===== config.mk =====
export PLATFORM = sky130hd
export DESIGN_NAME = i2c_scl_period_gen
export DESIGN_NICKNAME = d
export VERILOG_FILES = /design/src/rtl/sclgen_pkg.sv /design/src/rtl/sclgen_count_bank.sv /design/src/rtl/sclgen_line_sampler.sv /design/src/rtl/sclgen_phase_fsm.sv /design/src/rtl/i2c_scl_period_gen.sv
export SDC_FILE = /design/constraint.sdc
export NUM_CORES = 1
export LEC_CHECK = 0
export ABC_AREA = 1
export BUFFER_PORTS_ARGS = -buffer_cell sky130_fd_sc_hd__buf_2
export CAP_MARGIN = 20
export CELL_PAD_IN_SITES_DETAIL_PLACEMENT = 1
export CELL_PAD_IN_SITES_GLOBAL_PLACEMENT = 2
export CORE_ASPECT_RATIO = 1.5
export CORE_MARGIN = 3
export CORE_UTILIZATION = 33
export DETAILED_ROUTE_END_ITERATION = 8
export HOLD_SLACK_MARGIN = 0.12
export PLACE_DENSITY = 0.76
export SLEW_MARGIN = 20
export SYNTH_ARGS = -nofsm -noshare
export SYNTH_HDL_FRONTEND = slang
export SYNTH_SLANG_ARGS = --single-unit

===== constraint.sdc =====
create_clock -name clk -period 2.8 [get_ports clk]
set_input_delay 0.14 -clock clk [delete_from_list [all_inputs] [get_ports clk]]
set_output_delay 0.14 -clock clk [all_outputs]
set_load 0.005 [all_outputs]

===== src/rtl/sclgen_pkg.sv =====
package sclgen_pkg;

    // Generator phase
    typedef enum logic [1:0] {
        PH_IDLE = 2'd0,
        PH_HOLD = 2'd1,
        PH_LOW  = 2'd2,
        PH_HIGH = 2'd3
    } phase_e;

    // Count register index as decoded from cfg_addr
    typedef enum logic [1:0] {
        SEL_STD_HI  = 2'd0,
        SEL_STD_LO  = 2'd1,
        SEL_FAST_HI = 2'd2,
        SEL_FAST_LO = 2'd3
    } cnt_sel_e;

    localparam int unsigned NUM_CNT_REGS  = 4;
    localparam logic [1:0]  SPEED_FAST    = 2'd2;

    // Minimum effective counts
    localparam int unsigned HI_MIN        = 6;
    localparam int unsigned LO_MIN        = 8;

    // Fixed overheads added to the programmed counts
    localparam int unsigned HI_OVERHEAD   = 8;
    localparam int unsigned LO_OVERHEAD   = 1;
    localparam int unsigned HOLD_OVERHEAD = 3;

endpackage


===== src/rtl/sclgen_count_bank.sv =====
module sclgen_count_bank
    import sclgen_pkg::*;
#(
    parameter int unsigned CNT_W = 16
) (
    input  logic             clk,
    input  logic             rst,
    input  logic             enable,
    input  logic             cfg_wr,
    input  logic [1:0]       cfg_addr,
    input  logic [CNT_W-1:0] cfg_wdata,
    input  logic             fast_sel,
    output logic [CNT_W-1:0] hi_eff,
    output logic [CNT_W-1:0] lo_eff
);

    logic [CNT_W-1:0] cnt_q [NUM_CNT_REGS];
    logic [CNT_W-1:0] hi_raw;
    logic [CNT_W-1:0] lo_raw;

    // Writes land only while the generator is stopped
    always_ff @(posedge clk) begin
        if (rst) begin
            for (int i = 0; i < NUM_CNT_REGS; i++) begin
                cnt_q[i] <= '0;
            end
        end else if (cfg_wr && !enable) begin
            for (int i = 0; i < NUM_CNT_REGS; i++) begin
                if (cfg_addr == 2'(i)) begin
                    cnt_q[i] <= cfg_wdata;
                end
            end
        end
    end

    always_comb begin
        hi_raw = fast_sel ? cnt_q[SEL_FAST_HI] : cnt_q[SEL_STD_HI];
        lo_raw = fast_sel ? cnt_q[SEL_FAST_LO] : cnt_q[SEL_STD_LO];
    end

    // Raise short counts to the floor
    assign hi_eff = (hi_raw < CNT_W'(HI_MIN)) ? CNT_W'(HI_MIN) : hi_raw;
    assign lo_eff = (lo_raw < CNT_W'(LO_MIN)) ? CNT_W'(LO_MIN) : lo_raw;

endmodule


===== src/rtl/sclgen_line_sampler.sv =====
module sclgen_line_sampler #(
    parameter int unsigned STAGES = 1
) (
    input  logic clk,
    input  logic rst,
    input  logic scl_in,
    output logic scl_seen
);

    logic [STAGES-1:0] smp_q;

    generate
        if (STAGES == 1) begin : g_single
            always_ff @(posedge clk) begin
                if (rst) smp_q <= '1;
                else     smp_q[0] <= scl_in;
            end
        end else begin : g_chain
            always_ff @(posedge clk) begin
                if (rst) smp_q <= '1;
                else     smp_q <= {smp_q[STAGES-2:0], scl_in};
            end
        end
    endgenerate

    assign scl_seen = smp_q[STAGES-1];

endmodule


===== src/rtl/sclgen_phase_fsm.sv =====
module sclgen_phase_fsm
    import sclgen_pkg::*;
#(
    parameter int unsigned CNT_W  = 16,
    parameter int unsigned STAGES = 1
) (
    input  logic             clk,
    input  logic             rst,
    input  logic             enable,
    input  logic [1:0]       speed_mode,
    input  logic [CNT_W-1:0] hi_eff,
    input  logic [CNT_W-1:0] lo_eff,
    input  logic             scl_seen,
    output logic             fast_sel,
    output logic             scl_oe,
    output logic             hold_active,
    output logic             fall_tick,
    output logic             rise_tick
);

    localparam int unsigned TW       = CNT_W + 1;
    // The sampler latency is spent inside the high-phase overhead
    localparam int unsigned HIGH_ADD = HI_OVERHEAD - STAGES - 1;
    localparam int unsigned HOLD_ADD = HOLD_OVERHEAD - 1;
    localparam int unsigned LOW_ADD  = LO_OVERHEAD - 1;

    phase_e        st_q;
    logic [TW-1:0] cnt_q;
    logic          fast_q;
    logic          fall_q;
    logic          rise_q;

    logic [TW-1:0] hold_last;
    logic [TW-1:0] low_last;
    logic [TW-1:0] high_last;

    always_comb begin
        hold_last = TW'(hi_eff) + TW'(HOLD_ADD);
        low_last  = TW'(lo_eff) + TW'(LOW_ADD);
        high_last = TW'(hi_eff) + TW'(HIGH_ADD);
    end

    always_ff @(posedge clk) begin
        if (rst) begin
            st_q   <= PH_IDLE;
            cnt_q  <= '0;
            fast_q <= 1'b0;
            fall_q <= 1'b0;
            rise_q <= 1'b0;
        end else begin
            fall_q <= 1'b0;
            rise_q <= 1'b0;
            if (!enable) begin
                st_q  <= PH_IDLE;
                cnt_q <= '0;
            end else begin
                case (st_q)
                    PH_IDLE: begin
                        st_q   <= PH_HOLD;
                        cnt_q  <= '0;
                        fast_q <= (speed_mode == SPEED_FAST);
                    end
                    PH_HOLD: begin
                        if (scl_seen) begin
                            if (cnt_q == hold_last) begin
                                st_q   <= PH_LOW;
                                cnt_q  <= '0;
                                fall_q <= 1'b1;
                            end else begin
                                cnt_q <= cnt_q + 1'b1;
                            end
                        end
                    end
                    PH_LOW: begin
                        if (cnt_q == low_last) begin
                            st_q   <= PH_HIGH;
                            cnt_q  <= '0;
                            rise_q <= 1'b1;
                        end else begin
                            cnt_q <= cnt_q + 1'b1;
                        end
                    end
                    PH_HIGH: begin
                        if (scl_seen) begin
                            if (cnt_q == high_last) begin
                                st_q   <= PH_LOW;
                                cnt_q  <= '0;
                                fall_q <= 1'b1;
                            end else begin
                                cnt_q <= cnt_q + 1'b1;
                            end
                        end
                    end
                    default: begin
                        st_q  <= PH_IDLE;
                        cnt_q <= '0;
                    end
                endcase
            end
        end
    end

    assign fast_sel    = fast_q;
    assign scl_oe      = (st_q == PH_LOW);
    assign hold_active = (st_q == PH_HOLD);
    assign fall_tick   = fall_q;
    assign rise_tick   = rise_q;

endmodule


===== src/rtl/i2c_scl_period_gen.sv =====
module i2c_scl_period_gen #(
    parameter int unsigned CNT_W         = 16,
    parameter int unsigned SAMPLE_STAGES = 1
) (
    input  logic             clk,
    input  logic             rst,
    input  logic             enable,
    input  logic [1:0]       speed_mode,
    input  logic             cfg_wr,
    input  logic [1:0]       cfg_addr,
    input  logic [CNT_W-1:0] cfg_wdata,
    input  logic             scl_in,
    output logic             scl_oe,
    output logic             hold_active,
    output logic             fall_tick,
    output logic             rise_tick
);

    logic             fast_sel;
    logic             scl_seen;
    logic [CNT_W-1:0] hi_eff;
    logic [CNT_W-1:0] lo_eff;

    sclgen_count_bank #(.CNT_W(CNT_W)) u_bank (
        .clk       (clk),
        .rst       (rst),
        .enable    (enable),
        .cfg_wr    (cfg_wr),
        .cfg_addr  (cfg_addr),
        .cfg_wdata (cfg_wdata),
        .fast_sel  (fast_sel),
        .hi_eff    (hi_eff),
        .lo_eff    (lo_eff)
    );

    sclgen_line_sampler #(.STAGES(SAMPLE_STAGES)) u_sampler (
        .clk      (clk),
        .rst      (rst),
        .scl_in   (scl_in),
        .scl_seen (scl_seen)
    );

    sclgen_phase_fsm #(.CNT_W(CNT_W), .STAGES(SAMPLE_STAGES)) u_fsm (
        .clk         (clk),
        .rst         (rst),
        .enable      (enable),
        .speed_mode  (speed_mode),
        .hi_eff      (hi_eff),
        .lo_eff      (lo_eff),
        .scl_seen    (scl_seen),
        .fast_sel    (fast_sel),
        .scl_oe      (scl_oe),
        .hold_active (hold_active),
        .fall_tick   (fall_tick),
        .rise_tick   (rise_tick)
    );

endmodule


Yosys cells after proc, flatten, opt, wreduce, memory -nomap -nowiden
Memory sizes are Yosys's and may differ from the RTL's.
Cells that the tools add are included.
{"block": "totals", "register_bits": 23, "ramBits": 64, "word_cells": 86, "n_memories": 1}
{"memory": "u_bank.cnt_q", "depth": 4, "word_bits": 16, "read_ports": 4, "rd_clocked_by_memory_dff": 0, "wr": 4, "line_no": "sclgen_count_bank.sv:17", "text": "logic [CNT_W-1:0] cnt_q [NUM_CNT_REGS];"}
{"block": "classes", "n_addsub": 3, "n_lt_le_gt_ge": 2, "n_eq_ne": 15, "muxes": 44, "n_bitwise": 6, "n_reduce_logical": 9}
{"cell": "$mux 16", "n": 8}
{"cell": "$mux 17", "n": 5}
{"cell": "$pmux 17 s4", "n": 1}
{"cell": "$eq 17x17->1", "n": 2}
{"cell": "$mux 1", "n": 23}
{"cell": "$add 16x2->17 const B", "n": 1}
{"cell": "$add 16x3->17 const B", "n": 1}
{"cell": "$add 17x1->17 const B", "n": 1}
{"cell": "$eq 17x16->1", "n": 1}
{"cell": "$lt 16x3->1 const B", "n": 1}
{"cell": "$lt 16x4->1 const B", "n": 1}
{"cell": "$eq 2x2->1 const B", "n": 5}
{"cell": "$mux 2", "n": 5}
{"cell": "$ne 2x1->1 const B", "n": 4}
{"cell": "$pmux 2 s4", "n": 1}
{"cell": "$reduce_and 5->1", "n": 1}
{"cell": "$eq 2x1->1 const B", "n": 2}
{"cell": "$logic_not 2->1", "n": 2}
{"cell": "$or 1x1->1", "n": 4}
{"cell": "$reduce_and 2->1", "n": 2}
{"cell": "$reduce_or 3->1", "n": 1}
{"cell": "$ne 2x2->1 const B", "n": 1}
{"cell": "$not 1->1", "n": 2}
{"cell": "$pmux 1 s2", "n": 1}
{"cell": "3 further kinds", "n": 3}

Depth between registers and ports, before layout
An unclocked memory read counts as a cell.
{"block": "logic_depth", "depth_word": 9, "ltp_mapped": 26, "depth_no_buf": 23}

Cells and area by module
From an unflattened synthesis, not the netlist that was laid out.
{"block": "hier_totals", "hier_cells": 844, "hier_area_um2": 5753.0}
{"module": "sclgen_count_bank", "n_inst": 1, "cells_per_inst": 367, "area_each_um2": 3199.3}
{"module": "sclgen_phase_fsm", "n_inst": 1, "cells_per_inst": 473, "area_each_um2": 2522.4}
{"module": "sclgen_line_sampler", "n_inst": 1, "cells_per_inst": 4, "area_each_um2": 31.3}

Least setup slack after synthesis
No wires, ideal clock.
{"block": "synth_path", "kind": "reg2reg", "start": "register u_fsm.fast_q (netlist: u_fsm.fast_sel)", "end": "register u_fsm.cnt_q[14]", "t_arrival_ns": 2.664, "required_time_ns": 2.668, "path_slack_ns": 0.003, "stages_incl_launch_ff": 26, "n_path_buf": 3, "period_less_slack_ns": 2.797, "path_cell_list": "dfxtp_1 -> buf_6 -> inv_4 -> buf_12 -> nand2_2 -> nand2_2 -> nor2_1 -> nand2_1 -> nor2_1 -> nand2_2 -> nand2_2 -> inv_1 -> ha_1 -> nand3b_1 -> nor2_1 -> nand3_1 -> nand2_1 -> nand2_1 -> nand3b_1 -> nor2_1 -> nand4_1 -> nand2_2 -> nand2_4 -> buf_6 -> nand2_1 -> a21oi_1"}
{"block": "synth_via", "elab_chain_cells": 8, "elab_cells_between_ends": 17, "cone_classes": "2 x add/sub; 2 x order compare; 3 x eq/ne; 10 x mux"}
{"item": "from (decl)", "line_no": "sclgen_phase_fsm.sv:29", "text": "logic fast_q;"}
{"item": "from (signal assigned)", "line_no": "sclgen_phase_fsm.sv:61", "text": "fast_q <= (speed_mode == SPEED_FAST);"}
{"item": "$mux 16", "line_no": "sclgen_count_bank.sv:37", "text": "hi_raw = fast_sel ? cnt_q[SEL_FAST_HI] : cnt_q[SEL_STD_HI];"}
{"item": "$lt 16x3->1", "line_no": "sclgen_count_bank.sv:42", "text": "assign hi_eff = (hi_raw < CNT_W'(HI_MIN)) ? CNT_W'(HI_MIN) : hi_raw;"}
{"item": "$mux 16", "line_no": "sclgen_count_bank.sv:42"}
{"item": "$add 16x3->17 or $add 16x2->17 (tied branches)", "line_no": "sclgen_phase_fsm.sv:40, sclgen_phase_fsm.sv:38"}
{"item": "$eq 17x17->1, on equally long branches", "line_no": "sclgen_phase_fsm.sv:85, sclgen_phase_fsm.sv:65"}
{"item": "$mux 17, on equally long branches", "line_no": "sclgen_phase_fsm.sv:85, sclgen_phase_fsm.sv:65"}
{"item": "$mux 17, on equally long branches", "line_no": "sclgen_phase_fsm.sv:84, sclgen_phase_fsm.sv:64"}
{"item": "$pmux 17 s4 *", "line_no": "sclgen_phase_fsm.sv:57", "text": "case (st_q)"}
{"item": "to (signal assigned)", "line_no": "sclgen_phase_fsm.sv:70", "text": "cnt_q <= cnt_q + 1'b1;"}
{"item": "to (signal assigned)", "line_no": "sclgen_phase_fsm.sv:80", "text": "cnt_q <= cnt_q + 1'b1;"}
{"item": "to (signal assigned)", "line_no": "sclgen_phase_fsm.sv:90", "text": "cnt_q <= cnt_q + 1'b1;"}
{"item": "to (decl)", "line_no": "sclgen_phase_fsm.sv:28", "text": "logic [TW-1:0] cnt_q;"}
Every way passes the cells marked *; elsewhere a longest branch is shown, timed or not. The select of a mux whose other input is x is not followed.
A chain may end at the register's enable or synchronous reset.

Worst setup path in the final report
{"block": "layout_path", "start": "register u_fsm.fast_q (netlist: u_fsm.fast_sel)", "end": "register u_fsm.cnt_q[8]"}
The elaborated chain is that of the path after synthesis.

==> flow_summary.yaml <==
grt:
  grt.overflow.total: 0
  grt_first_pass_wirelength_um: 28660
  antenna_found_initial: 0
  grt_max_degree: 22
  track_usage_pct: 20.31
  grt_pass1_vias: 5495
sta:
  skew_ps: 11.93
  slew_viol_final: 0
  tns_ps: -11850
  fmax_mhz: 292.0
  worst_pin_slew_ps: 812.1
  setup_ws_ps: -624.2
  post-route-period-util_pct: 122.3
  hold_viol: 0
  finalSetupViolCount: 20
  maxSlewHeadroom_pct: 45.73
  grt_setup_unrepaired: "true"
  min_period_ps: 3424
  hold_slack_ps: 136.6
floorplanning:
  die_y_um: 164.0
  die_area_mm2: 0.01825
  chipWidth_um: 111.3
  core_area_mm2: 0.01626
  rows: 57
  start_util_pct: 33.76
  io_pins: 29
placement:
  portBuffers: 28
  routabilityCongestion: 0.8215
  dp_hpwl_um: 13790
finish:
  n_antenna_cell: 0
  drive_gt1_share_pct: 25.71
  final_nets: 868
  utilization_pct: 43.02
  n_fill_cell: 2018
  area_growth_pct: 27.44
hold_path:
  hold_class: "in -> reg"
worst_setup_path:
  worst_setup_path_end_kind: "flop"
  cpMostUsedCell: "nand2_4"
  cp_top_family: "simple AND/OR/NAND/NOR gates"
  critPathBufInv: 2
  path_class: "reg -> reg"
  required_ps: 3000
  crit_chain: "buf_16 -> nand2_4 -> nand2_4 -> nand3_4 -> nor2_4 -> nand2_4 -> nand2_4 -> inv_4 -> ha_4 -> nand3b_1 -> nor2_2 -> nand3_1 -> nand2_1 -> nand2_2 -> nand3b_1 -> nor2_1 -> nand4_1 -> nand2_4 -> nand2_8 -> nand2_2 -> a21oi_2"
  crit_path_max_fanout: 8
  cpPeakStageDelay_ps: 540
  crit_slowest_cell: "dfxtp_4"
  cp_data_arrival_time_ps: 3620
  startpoint_type: "flop"
power:
  leakage_nw: 3.039
  power_mw: 3.394
  pwr_density_cell_mw_per_mm2: 485.2
  ir_worst_vdd_uv: 339.0
clocking:
  cts_tree: "built"
  cts-htree-levels: 3
  clock_path_buffers: 2
  cts_made_buffers: 9
  clkLatencyLatePin_ps: 350
  cts-root-buf: "clkbuf_16"
  clock_sinks: 87
  clk_pin_slew_ps: 70
routing:
  vias_per_cell: 4.927
  ant_nets: 0
  drt_wl_total_um: 18550
  wl_per_cell_um: 17.67
  drc: 0
  dr_total_vias: 5173
  drt_iter0_drc: 159
  dr.pass1.iters: 4
synthesis:
  synth.distinct_cells: 39
  synth_mux_area_share_pct: 0
  synth.net_count: 774
  synth_xor_area_share_pct: 4.969
  synth_area_mm2: 0.005489
  ys_ff_latch: 87
  synth_top_family_by_area: "simple AND/OR/NAND/NOR gates"
  synth-simple-area-share_pct: 37.75
  seq_area_frac_synth_pct: 43.40
  yosys_warnings: 0
  synth_area_per_cell_um2: 7.358
  synth_cells: 746
  synth-compound-area-share_pct: 4.718
  synth_fa_ha_area_share_pct: 0.6838
flow_run:
  drv_cap: 0
outcome:
  status: "finished, violations left"
  violations: "setup timing"
## sequential cells by signal, indices dropped and copies added (netlist names)
register,count
u_fsm.cnt_q,17
u_sampler.scl_seen,1
u_bank.cnt_q,64
u_fsm.fast_sel,1
u_fsm.st_q,2
u_fsm.fall_tick,1
u_fsm.rise_tick,1
## cell families (layout without fill, tap and decap cells)
kind of cell | count (synthesis) | after routing
AOI/OAI and AO/OA | 46 | 46
xor gates and xnor gates | 28 | 28
adders and majority gates | 3 | 3
buffers and inverters | 105 | 201
DFF | 87 | 87
and+or+nand+nor | 477 | 479
## cell type report
| type | count | area (µm²) | share of cell area, % |
|---|---|---|---|
| well taps | 206 | 257.7 | 3.684 |
| repair buffers | 100 | 755.7 | 10.80 |
| multi-input cells | 556 | 2970 | 42.46 |
| flip-flops and latches | 87 | 2386 | 34.11 |
| clock inverters | 6 | 52.55 | 0.7512 |
| repair inverters | 2 | 22.52 | 0.3219 |
| clock buffers | 9 | 225.2 | 3.219 |
| inverters | 84 | 325.3 | 4.650 |
## layer usage
metal	wire (µm)	share of wire (%)	vias up	global-route usage (%)
met3	342	1.8	41	2.359
met2	10320	56	81	40.75
li1	-	-	2548	-
met4	738	4.0	0	8.080
met1	7155	39	2503	21.17
met5	0	0	-	0
## synth_stat cells, drive strengths merged
cell	instances	share of area (%)
edfxtp	64	35
buf	9	1.9
nor3	6	0.64
xnor3	2	0.82
xnor2	5	0.80
nand3b	6	0.82
o211a	1	0.18
o21ai	13	1.3
nor3b	2	0.27
nand4	15	1.7
clkinv	2	0.14
a211oi	1	0.14
and3	1	0.11
nand3	47	4.4
a21oi	30	2.9
xor2	21	3.4
ha	3	0.68
inv	82	5.7
dfxtp	23	8.4
nand2	257	19
or2	2	0.23
o211ai	1	0.14
nor4	2	0.23
clkbuf	12	0.82
and2	1	0.11
nor2	138	10
## layout by cell type, fill, tap and decap left out, types with 4 or more instances in the layout
cell	netlist	routed
nand3b_1	6	6
xnor2_1	5	5
xor2_1	21	21
a21oi_1	29	28
nor2_2	3	5
inv_8	0	4
nand2_1	228	189
buf_4	2	64
inv_1	77	74
dfxtp_1	23	22
nand2_2	25	44
edfxtp_1	64	64
nor2_4	3	9
nor3_1	5	5
nand4_1	15	15
inv_2	4	6
dlygate4sd3_1	0	4
buf_2	0	28
nand3_1	46	44
o21ai_0	8	8
nand2_4	4	24
nor2_1	132	124
clkbuf_16	0	9
## timing repair
item	4_1_cts	5_1_grt
gates cloned	5	1
setup endpoints to repair	20	20
hold endpoints to repair	2	0
gates resized for setup	47	49
pin swaps	23	26
hold buffers	4	0
buffers inserted	7	6
## tightest hold or removal path, stage by stage
cell	delay [ps]
buf_2	70
inv_1	60
nor2_1	100
## where the power goes
part,switching [mW],internal (mW)
logic,0.445,0.291
registers,0.0372,1.45
clock network,0.559,0.613
## worst paths after layout
check                           cells past startpoint            from  slack (ps)                 end
worst max-delay path                               21  u_fsm.fast_sel        -620      u_fsm.cnt_q[8]
worst min register to register                      2  u_fsm.cnt_q[5]         530      u_fsm.cnt_q[5]
worst min-delay path                                3    cfg_wdata[4]         140  u_bank.cnt_q[3][4]
worst max register to register                     21  u_fsm.fast_sel        -620      u_fsm.cnt_q[8]
## through the flow
step           instances  worst slack, ps  cell area, µm²
2_1_floorplan        746            3.356            5489
3_3_place_gp        1012           -551.3            6150
3_5_place_dp        1012           -692.4            6150
4_1_cts             1043           -489.4            6754
5_1_grt             1050           -778.0            6995
6_report            1050           -624.2            6995
No activity file was read; power rests on OpenSTA's default activity.
